==> config.mk <==
export PLATFORM = sky130hd
export DESIGN_NAME = bcd7_display
export DESIGN_NICKNAME = d
export VERILOG_FILES = /design/src/rtl/segdec_pkg.sv /design/src/rtl/segdec_hold.sv /design/src/rtl/segdec_glyph.sv /design/src/rtl/segdec_override.sv /design/src/rtl/bcd7_display.sv
export SDC_FILE = /design/constraint.sdc
export NUM_CORES = 1
export LEC_CHECK = 0
export CAP_MARGIN = 5
export CORE_AREA = 3 3 40 42
export DETAILED_ROUTE_END_ITERATION = 6
export DIE_AREA = 0 0 43 45
export GPL_ROUTABILITY_DRIVEN = 0
export HOLD_SLACK_MARGIN = 0.12
export SLEW_MARGIN = 25
export SYNTH_ARGS = -nofsm -noshare
export SYNTH_HDL_FRONTEND = slang
export SYNTH_SLANG_ARGS = --single-unit
==> constraint.sdc <==
create_clock -name clk -period 3.4 [get_ports clk]
set_input_delay 0.68 -clock clk [delete_from_list [all_inputs] [get_ports clk]]
set_output_delay 0.68 -clock clk [all_outputs]
set_load 0.01 [all_outputs]
==> src/rtl/segdec_pkg.sv <==
package segdec_pkg;
  localparam int CODE_W = 4;
  localparam int SEG_N  = 7;
  localparam int MAX_DIGIT = 9;

  typedef logic [SEG_N-1:0]  seg_t;
  typedef logic [CODE_W-1:0] code_t;

  localparam seg_t SEG_ALL  = {SEG_N{1'b1}};
  localparam seg_t SEG_NONE = {SEG_N{1'b0}};

  // Glyph for a decimal digit, word ordered {g,f,e,d,c,b,a}
  function automatic seg_t glyph_of(input code_t c);
    seg_t s;
    case (c)
      4'd0: s = 7'b0111111;
      4'd1: s = 7'b0000110;
      4'd2: s = 7'b1011011;
      4'd3: s = 7'b1001111;
      4'd4: s = 7'b1100110;
      4'd5: s = 7'b1101101;
      4'd6: s = 7'b1111100;
      4'd7: s = 7'b0000111;
      4'd8: s = 7'b1111111;
      4'd9: s = 7'b1100111;
      default: s = SEG_NONE;
    endcase
    return s;
  endfunction

  function automatic logic digit_ok(input code_t c);
    return (c <= code_t'(MAX_DIGIT));
  endfunction
endpackage

==> src/rtl/segdec_hold.sv <==
module segdec_hold #(
  parameter int W = 4
) (
  input  logic         clk,
  input  logic         rst_n,
  input  logic         le,
  input  logic [W-1:0] d,
  output logic [W-1:0] q
);
  always_ff @(posedge clk or negedge rst_n) begin
    if (!rst_n)   q <= '0;
    else if (!le) q <= d;
  end
endmodule

==> src/rtl/segdec_glyph.sv <==
module segdec_glyph
  import segdec_pkg::*;
(
  input  code_t code,
  output logic  valid,
  output seg_t  glyph
);
  seg_t raw;
  always_comb begin
    raw   = glyph_of(code);
    valid = digit_ok(code);
    glyph = valid ? raw : SEG_NONE;
  end
endmodule

==> src/rtl/segdec_override.sv <==
module segdec_override
  import segdec_pkg::*;
(
  input  seg_t glyph,
  input  logic lt_n,
  input  logic bl_n,
  output seg_t seg
);
  genvar i;
  generate
    for (i = 0; i < SEG_N; i++) begin : g_seg
      assign seg[i] = !lt_n | (bl_n & glyph[i]);
    end
  endgenerate
endmodule

==> src/rtl/bcd7_display.sv <==
module bcd7_display
  import segdec_pkg::*;
(
  input  logic              clk,
  input  logic              rst_n,
  input  logic [CODE_W-1:0] code_in,
  input  logic              le,
  input  logic              lt_n,
  input  logic              bl_n,
  output logic [SEG_N-1:0]  seg
);
  code_t held_code;
  logic  code_valid;
  seg_t  glyph_raw;

  segdec_hold #(.W(CODE_W)) u_hold (
    .clk(clk), .rst_n(rst_n), .le(le), .d(code_in), .q(held_code)
  );

  segdec_glyph u_glyph (
    .code(held_code), .valid(code_valid), .glyph(glyph_raw)
  );

  segdec_override u_ovr (
    .glyph(glyph_raw), .lt_n(lt_n), .bl_n(bl_n), .seg(seg)
  );
endmodule

==> impl_results.md <==
* Die height at 45 um
* Share of layout cells above drive strength 1 at 12.5%
* R2R cell count at 1
* Boundary pin count at 16
* Syn Nets at 64
* Largest regs: u_hold.q x4
* Hold-critical path depth at 1
* Mean Syn Cell Area at 9.20 um2
* CTS Hold Bufs at 0
* Root cell of the clock tree: clkbuf_4
* Worst setup EP type: output pin
* WHS Endpoint: u_hold.q[0]
* Non-filler instance count after layout at 79
* CTS Sinks at 4
* Port-buffer cells at 15
* Initial antenna violation count at 0
* Via-to-Cell Ratio at 5.16
* Slew @ Worst Pin at 0.389 ns
* TritonCTS clock tree: built
* Worst skew pair latency at approximately 0.23 ns
* Global-route wire length before repair at ~1.5 mm
* Critical path fanouts, max at 6
* Global Route Usage Sum at around 11%
* Most flops, register: u_hold.q
* WL final at 874 um
* Vias in the first global route at roughly 360
* TNS Setup at 0 ns
* Synth warn at 0
* Avg WL per Cell at between 10 and 15 um
* Setup CP Type: input pin to output pin
* DRC at 0
* Hold Crit Class: flip-flop to flip-flop
* Source of the worst hold timing path: u_hold.q[0]
* Leakage at roughly 0.26 nW
* First-pass DRT Iterations at 3
* Critical path arrival at 2.32 ns
* Most frequent cells in the layout: clkdlybuf4s50_1 (15), ha_1 (7), inv_1 (5), mux2_2 (4), dfrtp_1 (4)
* Power per cell area at between 300 and 400 nW/um2
* Worst slew margin at ~74%
* Post-Syn Area at roughly 440 um2
* Std cell rows at 13
* Pre-CTS setup slack at 0.412 ns
* Setup bufs post-CTS at 0
* Max Cap Viol at 0
* Die Area at 1940 um2
* Iteration-0 DRC Markers at 8
* Antenna Nets Post-Route at 0
* Final setup margin at a little under 0.4 ns
* VDD IR max at 0.212 mV
* CP required at 2.72 ns
* Clock slew at reported path FFs at about 0.040 ns
* Ant diodes at 0
* Hold slack at 0.629 ns
* Clk buf depth at 2
* Max reg flops at 4
* Final hold vios at 0
* Final Skew at 0 ns
* RR Startpoint: u_hold.q[2]
* Post-CTS sizing at 0
* H-tree depth at 1
* DR vias at 408
* RSZ-0062 raised after global routing: false
* Largest net degree at the start of global routing at 13
* Synthesis-stage register bit count at 4
* CORE AREA at around 1300 um2
* Max Freq at roughly 330 MHz
* Library cells used by synthesis at 24
* Setup-failing EPs final at 0
* Layout area overhead at 39.7%
* Tcrit/Tclk final at between 80% and 90%
* Commonest non-fill, non-tap cell in the layout: clkdlybuf4s50_1
* Mapped Cells at 48
* Startpoint types: input pin
* Dpl cells at 76
* R2R setup slack at 2.49 ns
* Worst reg2reg path endpoint: u_hold.q[2]
* HPWL after detailed placement at a little over 700 um
* Seq/Total Area, Yosys at about 23%
* Fin crit period at 3.00 ns
* CTS Buf Count at 3
* Fin nets at approximately 80
* Initial Util at approximately a third
* Grt ovf at 0
* Die width at 43 um
* Status: complete, no violations
* Pins Over Slew Limit at 0
==> logic make-up (layout without fill, tap and decap cells) <==
kind of cell    Yosys count  after routing  share of synthesized area (%)
buf+inv                   7             23                           7.93
simple gates              9              9                           10.5
compound gates           16             16                           26.6
fa+ha+maj                 7              7                           19.8
mux                       5              5                           12.5
flops                     4              4                           22.7
==> critical path, stage by stage <==
cell and delay [ns]:
clkdlybuf4s50_1 0.57, inv_1 0.08, o41ai_1 0.32, a31o_2 0.15, clkdlybuf4s50_1 0.52
==> metal layers <==
metal  track usage [%]  share of wire, %  vias to the layer above
met1              11.4                42                      179
met4              12.7               4.3                        0
li1                  -                 -                      210
met2              16.8                47                       15
met5                 0                 0                        -
met3              2.39               6.4                        4
==> cell usage after synthesis, drive strengths merged <==
cell type | instances | area [um2]
ha | 7 | 87.6
inv | 5 | 18.8
dfrtp | 4 | 100
mux2 | 4 | 45.0
nand2 | 3 | 11.3
o21ai | 3 | 15.0
o221ai | 3 | 26.3
a21oi | 2 | 10.0
nor2 | 2 | 7.51
a21boi | 1 | 7.51
a31o | 1 | 8.76
a32oi | 1 | 8.76
buf | 1 | 11.3
clkbuf | 1 | 5.00
mux2i | 1 | 10.0
nand2b | 1 | 6.26
nor2b | 1 | 6.26
nor3b | 1 | 7.51
o2111ai | 1 | 8.76
o211ai | 1 | 7.51
o31a | 1 | 8.76
o31ai | 1 | 7.51
o41ai | 1 | 8.76
or2b | 1 | 7.51
==> layout make-up <==
cell class / instances / area [um2]
Fill cell: 123 / 668
Multi-Input combinational cell: 37 / 307
Timing Repair Buffer: 15 / 150
Sequential cell: 4 / 100
Clock buffer: 3 / 22.5
Inverter: 5 / 18.8
Tap cell: 15 / 18.8
==> power breakdown <==
part           total (W)  internal [W]  switching (W)
combinational  0.0000767     0.0000437      0.0000330
clock          0.0000568     0.0000393      0.0000175
sequential     0.0000631     0.0000526      0.0000104
==> per-stage QoR <==
| stage | area (um2) | util [%] | total power [W] |
|---|---|---|---|
| 2_1_floorplan | 442 | - | 0.000108 |
| 3_3_place_gp | 594 | 46.3 | 0.000141 |
| 3_5_place_dp | 594 | 46.3 | 0.000142 |
| 4_1_cts | 617 | 48.0 | 0.000202 |
| 5_1_grt | 617 | 48.0 | 0.000216 |
| 6_report | 617 | 48.0 | 0.000197 |
==> worst max path at each step <==
stage	from	cells past startpoint	slack (ns)	end
final	bl_n	5	0.40	seg[6]
after global routing	bl_n	5	0.26	seg[4]
after CTS	bl_n	5	0.41	seg[6]
after detailed placement	bl_n	5	0.41	seg[4]
after global placement	bl_n	5	0.40	seg[4]
after floorplan	u_hold.q[1]	5	1.30	seg[2]
Power figures use the tool's default switching activity.
